===== config.mk =====
export PLATFORM = sky130hd
export DESIGN_NAME = alu8_core
export DESIGN_NICKNAME = d
export VERILOG_FILES = /design/src/rtl/alu8_pkg.sv /design/src/rtl/alu8_adder.sv /design/src/rtl/alu8_bitops.sv /design/src/rtl/alu8_statusgen.sv /design/src/rtl/alu8_core.sv
export SDC_FILE = /design/constraint.sdc
export NUM_CORES = 1
export LEC_CHECK = 0
export BUFFER_PORTS_ARGS = -buffer_cell sky130_fd_sc_hd__buf_4
export CAP_MARGIN = 20
export CORE_ASPECT_RATIO = 2
export CORE_MARGIN = 2
export CORE_UTILIZATION = 56
export DETAILED_ROUTE_END_ITERATION = 10
export PLACE_DENSITY = 0.87
export SLEW_MARGIN = 5
export SYNTH_ARGS = -nofsm -noshare
export SYNTH_HDL_FRONTEND = slang
export SYNTH_SLANG_ARGS = --single-unit
export TNS_END_PERCENT = 10

===== constraint.sdc =====
create_clock -name clk -period 4.8 [get_ports clk]
set_clock_uncertainty 0.05 [all_clocks]
set_input_delay 0.72 -clock clk [delete_from_list [all_inputs] [get_ports clk]]
set_output_delay 0.72 -clock clk [all_outputs]
set_load 0.05 [all_outputs]

===== src/rtl/alu8_pkg.sv =====
package alu8_pkg;
  localparam int FL_C = 0;
  localparam int FL_Z = 1;
  localparam int FL_N = 2;
  localparam int FL_V = 3;
  localparam int FL_S = 4;
  localparam int FL_H = 5;
  localparam int STAT_W = 8;
  localparam int OP_W = 3;

  localparam logic [OP_W-1:0] OP_ADD  = 3'd0;
  localparam logic [OP_W-1:0] OP_ADC  = 3'd1;
  localparam logic [OP_W-1:0] OP_AND  = 3'd2;
  localparam logic [OP_W-1:0] OP_ASR  = 3'd3;
  localparam logic [OP_W-1:0] OP_ADDW = 3'd4;
endpackage


===== src/rtl/alu8_adder.sv =====
module alu8_adder #(
  parameter int W = 8
) (
  input  logic [W-1:0] a,
  input  logic [W-1:0] b,
  input  logic         cin,
  output logic [W-1:0] sum,
  output logic         cout,
  output logic         ovf
);
  logic [W:0] wide;

  always_comb begin
    wide = {1'b0, a} + {1'b0, b} + {{W{1'b0}}, cin};
    sum  = wide[W-1:0];
    cout = wide[W];
    ovf  = (a[W-1] == b[W-1]) && (wide[W-1] != a[W-1]);
  end
endmodule


===== src/rtl/alu8_bitops.sv =====
module alu8_bitops #(
  parameter int W = 8
) (
  input  logic [W-1:0] a,
  input  logic [W-1:0] b,
  output logic [W-1:0] and_r,
  output logic [W-1:0] asr_r,
  output logic         asr_c
);
  always_comb begin
    and_r = a & b;
    asr_r = {a[W-1], a[W-1:1]};
    asr_c = a[0];
  end
endmodule


===== src/rtl/alu8_statusgen.sv =====
module alu8_statusgen
  import alu8_pkg::*;
#(
  parameter int W = 8
) (
  input  logic [OP_W-1:0]   op,
  input  logic [STAT_W-1:0] st_in,
  input  logic [W-1:0]      add_r,
  input  logic              add_c,
  input  logic              add_v,
  input  logic              add_h,
  input  logic [W-1:0]      and_r,
  input  logic [W-1:0]      asr_r,
  input  logic              asr_c,
  input  logic [2*W-1:0]    wsum,
  input  logic              w_c,
  input  logic              w_v,
  output logic [STAT_W-1:0] st_out
);
  logic n_t, v_t;

  always_comb begin
    st_out = st_in;
    n_t = 1'b0;
    v_t = 1'b0;
    case (op)
      OP_ADD, OP_ADC: begin
        n_t = add_r[W-1];
        v_t = add_v;
        st_out[FL_C] = add_c;
        st_out[FL_Z] = (add_r == '0);
        st_out[FL_N] = n_t;
        st_out[FL_V] = v_t;
        st_out[FL_S] = n_t ^ v_t;
        st_out[FL_H] = add_h;
      end
      OP_AND: begin
        n_t = and_r[W-1];
        st_out[FL_Z] = (and_r == '0);
        st_out[FL_N] = n_t;
        st_out[FL_V] = 1'b0;
        st_out[FL_S] = n_t;
      end
      OP_ASR: begin
        n_t = asr_r[W-1];
        v_t = n_t ^ asr_c;
        st_out[FL_C] = asr_c;
        st_out[FL_Z] = (asr_r == '0);
        st_out[FL_N] = n_t;
        st_out[FL_V] = v_t;
        st_out[FL_S] = n_t ^ v_t;
      end
      OP_ADDW: begin
        n_t = wsum[2*W-1];
        v_t = w_v;
        st_out[FL_C] = w_c;
        st_out[FL_Z] = (wsum == '0);
        st_out[FL_N] = n_t;
        st_out[FL_V] = v_t;
        st_out[FL_S] = n_t ^ v_t;
      end
      default: st_out = st_in;
    endcase
  end
endmodule


===== src/rtl/alu8_core.sv =====
module alu8_core
  import alu8_pkg::*;
#(
  parameter int DATA_W = 8,
  parameter int IMM_W  = 6
) (
  input  logic                  clk,
  input  logic                  rst,
  input  logic                  in_valid,
  input  logic [2:0]            op,
  input  logic [DATA_W-1:0]     opnd_a,
  input  logic [DATA_W-1:0]     opnd_b,
  input  logic [2*DATA_W-1:0]   pair,
  input  logic [IMM_W-1:0]      imm,
  input  logic [7:0]            status_in,
  output logic                  out_valid,
  output logic [2*DATA_W-1:0]   result,
  output logic [7:0]            status_out
);
  localparam int WORD_W = 2 * DATA_W;
  localparam int HBIT   = DATA_W / 2;

  logic [DATA_W-1:0] add_r, and_r, asr_r;
  logic              add_c, add_v, add_h, asr_c, cin;
  logic [WORD_W-1:0] wsum, imm_ext;
  logic              w_c, w_v;
  logic [WORD_W-1:0] res_nxt;
  logic [7:0]        st_nxt;

  assign cin     = (op == OP_ADC) ? status_in[FL_C] : 1'b0;
  assign imm_ext = {{(WORD_W-IMM_W){1'b0}}, imm};
  // carry into bit HBIT recovered from the sum and operand bits
  assign add_h   = add_r[HBIT] ^ opnd_a[HBIT] ^ opnd_b[HBIT];

  alu8_adder #(.W(DATA_W)) u_add8 (
    .a(opnd_a), .b(opnd_b), .cin(cin),
    .sum(add_r), .cout(add_c), .ovf(add_v)
  );

  alu8_adder #(.W(WORD_W)) u_add16 (
    .a(pair), .b(imm_ext), .cin(1'b0),
    .sum(wsum), .cout(w_c), .ovf(w_v)
  );

  alu8_bitops #(.W(DATA_W)) u_bits (
    .a(opnd_a), .b(opnd_b),
    .and_r(and_r), .asr_r(asr_r), .asr_c(asr_c)
  );

  alu8_statusgen #(.W(DATA_W)) u_stat (
    .op(op), .st_in(status_in),
    .add_r(add_r), .add_c(add_c), .add_v(add_v), .add_h(add_h),
    .and_r(and_r), .asr_r(asr_r), .asr_c(asr_c),
    .wsum(wsum), .w_c(w_c), .w_v(w_v),
    .st_out(st_nxt)
  );

  always_comb begin
    case (op)
      OP_ADD, OP_ADC: res_nxt = {{DATA_W{1'b0}}, add_r};
      OP_AND:         res_nxt = {{DATA_W{1'b0}}, and_r};
      OP_ASR:         res_nxt = {{DATA_W{1'b0}}, asr_r};
      OP_ADDW:        res_nxt = wsum;
      default:        res_nxt = '0;
    endcase
  end

  always_ff @(posedge clk) begin
    if (rst) begin
      out_valid  <= 1'b0;
      result     <= '0;
      status_out <= '0;
    end else begin
      out_valid <= in_valid;
      if (in_valid) begin
        result     <= res_nxt;
        status_out <= st_nxt;
      end
    end
  end
endmodule


==> flow_summary_export.csv <==
group,metric,value,unit
clocking,insertion_delay,270,ps
final_layout,final_cell_mix,"buf_4 (76), nor2_1 (41), a21oi_1 (27)",
logic_synthesis,syn_avg_cell_area,7.45,µm²
worst_setup_path,reg2reg_from,"status_out[1]",
final_layout,multi_input_area,0.00176,mm²
worst_setup_path,start_kind,"input pin",
clocking,post_cts_buffers,0,
clocking,hold_buffers,0,
timing,slew_headroom,0.599,
power,pwr-share-clk,0.198,
worst_setup_path,ff2ff_path_depth,4,
final_layout,syn_to_final_growth,25.5,%
power,power.density,218,mW/mm²
floorplan,fp.dieW,50.4,µm
timing,fmax,317,MHz
grt,grt_max_degree,43,
floorplan,chipHeight,96.7,µm
worst_setup_path,cp_num_buf_inv,2,
worst_setup_path,crit_path_end_kind,"register",
logic_synthesis,syn_inst,323,
worst_setup_path,criticalPathCategory,"input pin to register",
timing,tightest_slew,598,ps
worst_setup_path,max_stage_delay,390,ps
logic_synthesis,synth_ff_type,"dfxtp_1",
drt,routed_wl,7490,µm
placement,place_area,0.00297,mm²
logic_synthesis,synth_cell_type_count,58,
timing,setup_viol,0,
power,switchingPower,259,µW
placement,gp_congestion,0.963,
placement,port_buffers,76,
logic_synthesis,syn_nets,394,
worst_setup_path,crit_chain,"buf_4, ha_1, a211oi_2, nor2_1, o311a_1, nand4_1, inv_1, ha_1, nand2_1, nor3_1, nand4_1, nor3_1, o2111ai_1, o31ai_1",
logic_synthesis,ys_seq_area_frac,0.208,
worst_setup_path,r2r_end,"status_out[1]",
final_layout,layout-drive-gt1-share,0.234,
final_layout,layout_commonest_cell,"buf_4",
power,swShare,0.394,
worst_hold_path,min_path_type,"register to register",
final_layout,nFillCells,363,
clocking,cts_tree,"yes",
worst_setup_path,crit_family,"compound AO/OA/AOI/OAI gates",
timing,drv_slew,0,
worst_setup_path,crit_fanout,7,
drt,postRouteAntennaNets,0,
logic_synthesis,synthArstFlopShare,0,
power,pwr-share-seq,0.343,
worst_hold_path,min_path_cells,2,
clocking,clk_path_buf_depth,2,
timing,setup_tns,0,ps
grt,antenna_found_initial,0,
timing,hold_viol,0,
floorplan,core,0.00413,mm²
run,maxCapViolations,0,
clocking,cts_max_level,1,
logic_synthesis,synth_warnings,0,
floorplan,start_util,0.583,
power,peakVddDrop,0.147,mV
logic_synthesis,synth_area,0.00241,mm²
clocking,cts_buffers,3,
grt,grt_pass1_vias,2706,
final_layout,final-seq-area,500,µm²
drt,drtIter0Drc,54,
timing,post-route-period-util,0.657,
worst_setup_path,crit_required,4940,ps
final_layout,antenna_cells,0,
floorplan,rows,33,
grt,grt_first_pass_wirelength,12400,µm
final_layout,fin_area,0.00302,mm²
logic_synthesis,synth_edf_count,0,
power,p_leak,1.31,nW
worst_setup_path,slowest_stage,"o311a_1",
timing,rsz0062_at_grt,"no",
grt,grt_use_total,0.324,
drt,route.detailed.drc,0,
grt,grt-ovfl-total,0,
timing,finalCriticalPeriod,3150,ps
outcome,status,"finished clean",
placement,dp.cells,433,
clocking,clock_sink_count,25,
power,combinationalPowerShare,0.459,
worst_setup_path,worstPathArrival,3290,ps
logic_synthesis,ys_ff_latch,25,
drt,vias_per_cell,6.09,
drt,wl_per_cell,17.1,µm
floorplan,pin_count,77,
drt,vias,2660,
worst_setup_path,r2r_setup_slack,3900,ps
clocking,cts_resized,0,
final_layout,instances_no_fill,437,
worst_setup_path,cp-startpoint,"pair[1]",
final_layout,fin_nets,457,
placement,place_hpwl,6080,µm
worst_hold_path,min_to,"result[11]",
clocking,clkTransAtPathRegs,90,ps
worst_hold_path,holdCritStartpoint,"result[11]",
drt,first_pass_iters,4,
clocking,root_buffer,"clkbuf_8",
floorplan,die_area,0.00487,mm²
power,intPower,398,µW
area by class of cell:
type | instances | area share
inverters | 21 | 0.0261
clock buffers | 3 | 0.0137
repair buffers | 76 | 0.189
well taps | 52 | 0.0215
flip-flops and latches | 25 | 0.166
multi-input cells | 259 | 0.582
clock inverters | 1 | 0.00249
worst min-delay path, stage by stage, from the launching register on:
cell,delay (ps)
dfxtp_1,320
nand2b_1,60
a21oi_1,50
per-layer routing:
| layer | routed length, µm | track usage |
|---|---|---|
| met3 | 279 | 0.0309 |
| met4 | 467 | 0.179 |
| met1 | 2510 | 0.316 |
| met5 | 0 | 0 |
| met2 | 4240 | 0.622 |
metrics by stage:
stage / utilization / hold WS (ps) / power (mW) / setup WS, ps
after floorplan: - / 641 / 0.429 / 1430
after global placement: 0.720 / 408 / 0.525 / 1500
after detailed placement: 0.720 / 411 / 0.528 / 1410
after CTS: 0.732 / 428 / 0.658 / 1670
after global routing: 0.732 / 453 / 0.697 / 1410
final: 0.732 / 426 / 0.657 / 1650
power groups by stage:
| stage | registers [mW] | logic [mW] | clock network (mW) |
|---|---|---|---|
| after floorplan | 0.267 | 0.162 | 0 |
| after global placement | 0.230 | 0.296 | 0 |
| after detailed placement | 0.230 | 0.298 | 0 |
| after CTS | 0.225 | 0.300 | 0.133 |
| after global routing | 0.226 | 0.327 | 0.143 |
| final | 0.225 | 0.302 | 0.130 |
cell families after synthesis:
family          Yosys count  share of synthesized area
xor+xnor                 23                     0.0915
compound gates           99                      0.278
fa+ha+maj                19                      0.108
mux                       4                     0.0166
buf+inv                  39                     0.0619
simple gates            114                      0.236
flops                    25                      0.208
flip-flops by register name (all words and copies together), names as in the netlist:
| register | cells |
|---|---|
| result | 16 |
| status_out | 8 |
| out_valid | 1 |
synthesized netlist by cell type, types with 3 or more instances:
master | number | share of area
dfxtp_1 | 25 | 0.21
nor2_1 | 41 | 0.064
buf_1 | 3 | 0.0047
o21a_1 | 3 | 0.0094
nand4_1 | 6 | 0.016
clkbuf_1 | 13 | 0.020
inv_2 | 3 | 0.0047
o21ai_1 | 10 | 0.021
nand3_1 | 9 | 0.019
a22oi_1 | 8 | 0.025
nor3_1 | 7 | 0.015
inv_1 | 18 | 0.028
mux2i_1 | 4 | 0.017
o21ai_0 | 10 | 0.021
nand2b_1 | 16 | 0.042
nand2_1 | 17 | 0.027
ha_1 | 16 | 0.083
o22ai_1 | 3 | 0.0078
o32ai_1 | 5 | 0.018
o221ai_1 | 6 | 0.022
a31oi_1 | 4 | 0.010
a21oi_1 | 27 | 0.056
nor4_1 | 4 | 0.010
xnor2_1 | 12 | 0.044
xor2_1 | 10 | 0.036
fa_1 | 3 | 0.025
worst max path at each step:
stage,endpoint,slack [ps],cells after the start
after floorplan,status_out[1],1430,12
after global placement,status_out[1],1500,14
after detailed placement,status_out[1],1410,14
after CTS,status_out[1],1670,14
after global routing,status_out[1],1410,14
final,status_out[1],1650,14
Power figures use the tool's default switching activity.
